`src/rtl/irqc_pkg.sv`:
```
package irqc_pkg;

    localparam int unsigned NSRC    = 3;
    localparam int unsigned SRC_EXT = 0;
    localparam int unsigned SRC_TMR = 1;
    localparam int unsigned SRC_ADC = 2;

    typedef enum logic [1:0] {
        EDGE_OFF  = 2'b00,
        EDGE_RISE = 2'b01,
        EDGE_FALL = 2'b10,
        EDGE_BOTH = 2'b11
    } edge_mode_e;

    typedef logic [NSRC-1:0] src_vec_t;

endpackage

```
`src/rtl/irqc_edge_det.sv`:
```
module irqc_edge_det
    import irqc_pkg::*;
#(
    parameter int unsigned STAGES = 2
) (
    input  logic       clk,
    input  logic       rst_n,
    input  logic       pin,
    input  edge_mode_e mode,
    output logic       hit
);

    localparam int unsigned MSB = STAGES - 1;

    logic [STAGES-1:0] sync_d, sync_q;
    logic              prev_d, prev_q;
    logic              rise, fall;

    // synchronizer chain, depth chosen by parameter
    for (genvar g = 0; g < STAGES; g++) begin : g_sync
        if (g == 0) begin : g_first
            assign sync_d[g] = pin;
        end else begin : g_rest
            assign sync_d[g] = sync_q[g-1];
        end
    end

    always_comb begin
        prev_d = sync_q[MSB];
        rise   = sync_q[MSB] & ~prev_q;
        fall   = ~sync_q[MSB] & prev_q;
        case (mode)
            EDGE_RISE: hit = rise;
            EDGE_FALL: hit = fall;
            EDGE_BOTH: hit = rise | fall;
            default:   hit = 1'b0;
        endcase
    end

    always_ff @(posedge clk or negedge rst_n) begin
        if (!rst_n) begin
            sync_q <= '0;
            prev_q <= 1'b0;
        end else begin
            sync_q <= sync_d;
            prev_q <= prev_d;
        end
    end

endmodule

```
`src/rtl/irqc_prio.sv`:
```
module irqc_prio #(
    parameter int unsigned N = 3
) (
    input  logic [N-1:0] req,
    output logic [N-1:0] gnt,
    output logic         any
);

    // lowest index wins
    always_comb begin
        logic found;
        found = 1'b0;
        gnt   = '0;
        for (int i = 0; i < N; i++) begin
            if (req[i] && !found) begin
                gnt[i] = 1'b1;
                found  = 1'b1;
            end
        end
        any = found;
    end

endmodule

```
`src/rtl/irqc_top.sv`:
```
module irqc_top
    import irqc_pkg::*;
#(
    parameter int unsigned VEC_W       = 12,
    parameter int unsigned VEC_BASE    = 4,
    parameter int unsigned VEC_STEP    = 4,
    parameter int unsigned SYNC_STAGES = 2
) (
    input  logic             clk,
    input  logic             rst_n,
    input  logic             ext_pin,
    input  logic             tmr_ovf,
    input  logic             adc_eoc,
    input  logic             phase_stb,
    input  logic             stack_full,
    input  logic             reti,
    input  logic             cfg_we,
    input  logic [2:0]       cfg_en,
    input  logic             cfg_gie,
    input  logic [1:0]       cfg_edge,
    input  logic             flag_we,
    input  logic [2:0]       flag_wdata,
    output logic             take_irq,
    output logic [VEC_W-1:0] vec_addr,
    output logic [2:0]       irq_flags,
    output logic             irq_gie
);

    typedef struct packed {
        src_vec_t         flag;
        src_vec_t         en;
        logic             gie;
        edge_mode_e       mode;
        logic             take;
        logic [VEC_W-1:0] vec;
    } state_t;

    state_t s_d, s_q;

    logic             ext_hit;
    src_vec_t         events;
    src_vec_t         ready;
    src_vec_t         gnt;
    logic             any_ready;
    logic             service;
    logic [VEC_W-1:0] sel_vec;
    logic [VEC_W-1:0] vec_tbl [NSRC];

    irqc_edge_det #(
        .STAGES (SYNC_STAGES)
    ) u_edge (
        .clk   (clk),
        .rst_n (rst_n),
        .pin   (ext_pin),
        .mode  (s_q.mode),
        .hit   (ext_hit)
    );

    // fixed vector per source, spaced by VEC_STEP
    for (genvar g = 0; g < NSRC; g++) begin : g_vec
        assign vec_tbl[g] = VEC_W'(VEC_BASE + g * VEC_STEP);
    end

    assign events[SRC_EXT] = ext_hit;
    assign events[SRC_TMR] = tmr_ovf;
    assign events[SRC_ADC] = adc_eoc;

    assign ready = s_q.flag & s_q.en;

    irqc_prio #(
        .N (NSRC)
    ) u_prio (
        .req (ready),
        .gnt (gnt),
        .any (any_ready)
    );

    assign service = phase_stb & s_q.gie & ~stack_full & any_ready;

    always_comb begin
        sel_vec = '0;
        for (int i = 0; i < NSRC; i++) begin
            if (gnt[i]) sel_vec = sel_vec | vec_tbl[i];
        end
    end

    always_comb begin
        s_d      = s_q;
        s_d.take = 1'b0;
        if (cfg_we) begin
            s_d.en   = cfg_en;
            s_d.gie  = cfg_gie;
            s_d.mode = edge_mode_e'(cfg_edge);
        end
        if (reti) s_d.gie = 1'b1;
        if (flag_we) s_d.flag = flag_wdata;
        if (service) begin
            s_d.gie  = 1'b0;
            s_d.flag = s_d.flag & ~gnt;
            s_d.take = 1'b1;
            s_d.vec  = sel_vec;
        end
        // a new event is never lost, even against a clear
        s_d.flag = s_d.flag | events;
    end

    always_ff @(posedge clk or negedge rst_n) begin
        if (!rst_n) begin
            s_q <= '{flag: '0, en: '0, gie: 1'b0, mode: EDGE_OFF,
                     take: 1'b0, vec: '0};
        end else begin
            s_q <= s_d;
        end
    end

    assign take_irq  = s_q.take;
    assign vec_addr  = s_q.vec;
    assign irq_flags = s_q.flag;
    assign irq_gie   = s_q.gie;

endmodule

```
`config.mk`:
```
export PLATFORM = sky130hd
export DESIGN_NAME = irqc_top
export DESIGN_NICKNAME = d
export VERILOG_FILES = /design/src/rtl/irqc_pkg.sv /design/src/rtl/irqc_edge_det.sv /design/src/rtl/irqc_prio.sv /design/src/rtl/irqc_top.sv
export SDC_FILE = /design/constraint.sdc
export NUM_CORES = 1
export LEC_CHECK = 0
export ABC_AREA = 0
export ABC_CLOCK_PERIOD_IN_PS = 1400
export BUFFER_PORTS_ARGS = -buffer_cell sky130_fd_sc_hd__clkbuf_2
export CORE_MARGIN = 2
export CORE_UTILIZATION = 45
export DETAILED_ROUTE_END_ITERATION = 6
export MAX_ROUTING_LAYER = met4
export PLACE_DENSITY = 0.87
export SETUP_SLACK_MARGIN = 0.02
export SYNTH_ARGS = -nofsm -noshare
export SYNTH_HDL_FRONTEND = slang
export SYNTH_SLANG_ARGS = --single-unit
```
`constraint.sdc`:
```
create_clock -name clk -period 1.4 [get_ports clk]
set_clock_uncertainty 0.1 [all_clocks]
set_input_delay 0.07 -clock clk [delete_from_list [all_inputs] [get_ports clk]]
set_output_delay 0.07 -clock clk [all_outputs]
set_load 0.03 [all_outputs]
```
Word level (Yosys, flattened, before mapping)
Index checks and enable logic that the tools add are counted.
{ "totals": {"out_inout_bits": 17, "inputBits": 19, "elab_cells": 44, "reg_bits": 25} }
{ "classes": {"bitwise": 13, "muxes": 15, "n_reduce_logical": 5, "n_eq_ne": 3} }
{ "op_table": {"columns": ["op", "n"], "rows": [
  ["$mux W13", 1],
  ["$mux W3", 4],
  ["$mux W4", 2],
  ["$mux W1", 7],
  ["$and A3 B3 Y3", 2],
  ["$and A1 B1 Y1", 5],
  ["$eq A2 B2 Y1 const B", 2],
  ["$not A1 Y1", 3],
  ["$not A3 Y3", 1],
  ["$or A3 B3 Y3", 1],
  ["$pmux W1 S3", 1],
  ["$reduce_bool A3 Y1", 1],
  ["$eq A2 B1 Y1 const B", 1],
  ["$logic_and A1 B1 Y1", 2],
  ["$logic_not A1 Y1", 2],
  ["$or A1 B1 Y1", 1]
]} }

Logic depth before layout (Yosys ltp)
{ "depth": {"ltp_word": 12, "depth_mapped": 5} }

By module
A second synthesis with hierarchy kept.
{ "unflattened": {"hier_cells": 73, "area_unflattened_um2": 814.5} }
{ "modules_own_cells": {"columns": ["mod", "area_per_inst_um2", "seq_area_each_um2", "n_inst", "cells_each"], "rows": [
  ["irqc_top", 650.6, 300.3, 1, 57],
  ["irqc_edge_det", 133.9, 75.1, 1, 12],
  ["irqc_prio", 30.0, 0.0, 1, 4]
]} }

Worst setup path after synthesis
OpenSTA, ideal clock, no wires.
{ "synth_path": {"path_kind": "register to register", "from": "register s_q (netlist bit irq_gie)", "to": "register s_q (netlist bit irq_flags[2])", "arrival_ns": 1.018, "setup_ns": 0.124, "stages_incl_launch_ff": 4, "n_path_buf": 0, "setup_slack_ns": 0.158, "path_cell_list": "dfrtp_1 > nand3b_4 > and4bb_2 > o21bai_1"} }
{ "synth_rtl": {"columns": ["element", "line_no", "source"], "rows": [
  ["start, declared", "irqc_top.sv:38", "state_t s_d, s_q;"],
  ["start signal, assigned", "irqc_top.sv:109", "s_q <= '{flag: '0, en: '0, gie: 1'b0, mode: EDGE_OFF,"]
]} }

==> impl_metrics.json <==
{
  "status": "finished, violations left",
  "violations": "negative hold slack",
  "worstSetupPathType": "reg -> reg",
  "setup_tns_ns": 0,
  "finalMaxSlewViolations": 0,
  "die_w_microns": 46.0,
  "intPower_uw": 726,
  "hold_viol": 1,
  "setup_viol": 0,
  "vias": 576,
  "overflow": 0,
  "timing.fmax_mhz": 785,
  "swShare_pct": 33.0,
  "numPortBuffers": 25,
  "cts_root_buf": "clkbuf_4",
  "die_y_microns": 46.0,
  "grt_usage_pct": 15.7,
  "combPwrFrac_pct": 29.5,
  "place_congestion": 0.768,
  "netlist_area_sq_um": 792,
  "syn_area_per_cell_sq_um": 11.8,
  "n_antenna_cell": 0,
  "rsz0062_at_grt": "no",
  "power.switching_uw": 358,
  "antenna_found_initial": 0,
  "cts_buffers": 3,
  "synth-seq-cells": 15,
  "yosys_warnings": 0,
  "wl_per_cell_microns": 11.8,
  "cp-start-kind": "register",
  "cellLeakagePower_uw": 0.000507,
  "grt_start_max_net_pins": 16,
  "clock-sinks": 15,
  "rows": 15,
  "min_period_ns": 1.27,
  "async_flop_share_pct": 100,
  "fin_ws_ns": 0.126,
  "postCtsHoldBufs": 12,
  "worstPathMaxFanout": 2,
  "die_area_sq_mm": 0.00211,
  "hpwl_microns": 995,
  "cts_resized": 0,
  "clk_pin_slew_worst_paths_ns": 0.09,
  "postRouteAntennaNets": 0,
  "place_ws_ns": 0.173,
  "via_per_inst": 4.88,
  "synth-edff-count": 0,
  "final_area_sq_mm": 0.00100,
  "cpPeakStageDelay_ns": 0.36,
  "p_per_area_mw_per_mm2": 1080,
  "cts_setup_buffers": 0,
  "end_kind": "register",
  "ioPinCount": 36,
  "worstPathRequired_ns": 1.45,
  "ir_drop_uv": 484,
  "yosys.cell_types.count": 25,
  "arrival_ns": 1.33,
  "clockPowerShare_pct": 22.5,
  "p_seq_share_pct": 48.0,
  "hold_path.class": "in -> reg",
  "nFillCells": 135,
  "core_area_sq_mm": 0.00169,
  "synthToLayoutAreaGrowth_pct": 26.4,
  "grt_pass1_vias": 530,
  "dpl.cell_count": 102,
  "period_share_pct": 91.0,
  "grt_pass1_wl_microns": 2150,
  "cts.htree.levels": 1,
  "synthCells": 67,
  "drtPass1Iterations": 3,
  "tritoncts": "done",
  "drc": 0,
  "nets": 123,
  "initial_core_util_pct": 46.9,
  "clk_path_buf_depth": 2,
  "drive_gt1_share_pct": 40.6,
  "maxCapViolations": 0,
  "synthFlopType": "dfrtp_1",
  "drt-initial-drc-count": 1,
  "crit_slowest_cell": "dfrtp_1",
  "path_cells": "inv_1, ha_1, nor2b_1, o21ai_0, o221ai_1",
  "hold_ws_ns": -0.000404,
  "final_cells": 118,
  "clk_latency_ns": 0.28,
  "drt-total-wl_microns": 1390,
  "ys_seq_area_share_pct": 47.4,
  "place_area_sq_um": 855
}
-- critical path, delay by kind of cell (launching register included) --
kind | cells | cell delay [ns]
flops | 1 | 0.36
buf+inv | 1 | 0.06
fa+ha+maj | 1 | 0.22
compound gates | 2 | 0.28
simple gates | 1 | 0.14
-- path summary, 6_finish.rpt --
path	start	to	slack (ns)	cells after the start
worst max-delay path	u_edge.prev_q	irq_flags[0]	0.13	5
worst min-delay path	phase_stb	take_irq	-0.0004	3
worst max register to register	u_edge.prev_q	irq_flags[0]	0.13	5
worst min register to register	u_edge.sync_q[0]	u_edge.sync_q[1]	0.27	0
max in group asynchronous	rst_n	u_edge.prev_q	0.81	2
min in group asynchronous	rst_n	s_q[18]	0.13	2
-- stage by stage --
step	hold WS, ns	utilization (%)	power [uW]
6_report	-0.000404	59.3	1080
5_1_grt	0.000547	59.3	1140
3_3_place_gp	-0.112	50.6	815
4_1_cts	0.00134	59.3	1090
3_5_place_dp	-0.103	50.6	824
2_1_floorplan	-0.326	-	797
-- synth_stat cells, types with 2 or more instances --
cell      count  area (sq um)
ha_1          2          25.0
nand2_1       3          11.3
nor2b_1       2          12.5
inv_1         3          11.3
mux2i_1       3          30.0
mux2_2        5          56.3
nor2_1        2          7.51
buf_4        15           113
o21bai_1      2          15.0
dfrtp_1      15           375
-- flip-flops by register name, indices dropped and copies added (netlist names) --
| register | cells |
|---|---|
| irq_flags | 3 |
| irq_gie | 1 |
| s_q | 5 |
| take_irq | 1 |
| u_edge.prev_q | 1 |
| u_edge.sync_q | 2 |
| vec_addr | 2 |
-- area by class of cell --
type,instances,area [sq um],area share (%)
clock buffers,4,26.3,2.63
multi-input cells,42,322,32.1
flip-flops and latches,15,375,37.5
inverters,3,11.3,1.13
well taps,17,21.3,2.13
repair buffers,37,245,24.5
-- cell usage in the layout (no fill, tap or decap) --
cell,netlist,routed
a211oi_1,1,1
a21oi_1,1,1
a311oi_2,1,1
a31oi_1,1,1
and2_4,1,1
and4bb_2,1,1
clkbuf_1,0,1
clkbuf_2,0,25
clkbuf_4,0,3
conb_1,1,10
dfrtp_1,15,15
dlygate4sd3_1,0,12
ha_1,2,2
inv_1,3,3
mux2_2,5,5
mux2i_1,3,3
nand2_1,3,3
nand2_2,1,1
nand3b_4,1,1
nor2_1,2,2
nor2b_1,2,2
nor2b_2,1,1
nor3b_2,1,1
o21ai_0,1,1
o21bai_1,2,2
o221ai_1,1,1
o22a_2,1,1
-- power by group through the flow --
stage | Sequential [uW] | Clock [uW] | Combinational [uW]
after floorplan | 532 | 0 | 265
after CTS | 520 | 248 | 321
final | 520 | 244 | 320
after detailed placement | 529 | 0 | 295
after global placement | 527 | 0 | 288
after global routing | 528 | 263 | 346
-- cells by family after synthesis --
family                   share of synthesized area (%)
AO/OA/AOI/OAI                                     9.16
adder cells (fa/ha/maj)                           3.16
buffers and inverters                             16.3
flip-flops                                        47.4
multiplexers                                      10.9
other                                            0.473
AND/OR/NAND/NOR                                   12.6
-- per-layer routing --
metal | part of all wire (%) | global-route usage, % | up-vias | routed length [microns]
met5 | 0 | - | - | 0
met4 | 7.5 | 16.0 | 0 | 105
met3 | 5.5 | 3.97 | 12 | 76
met2 | 46 | 22.5 | 30 | 643
met1 | 41 | 16.9 | 263 | 565
li1 | - | - | 271 | -
(Power assumes the default switching activity.)
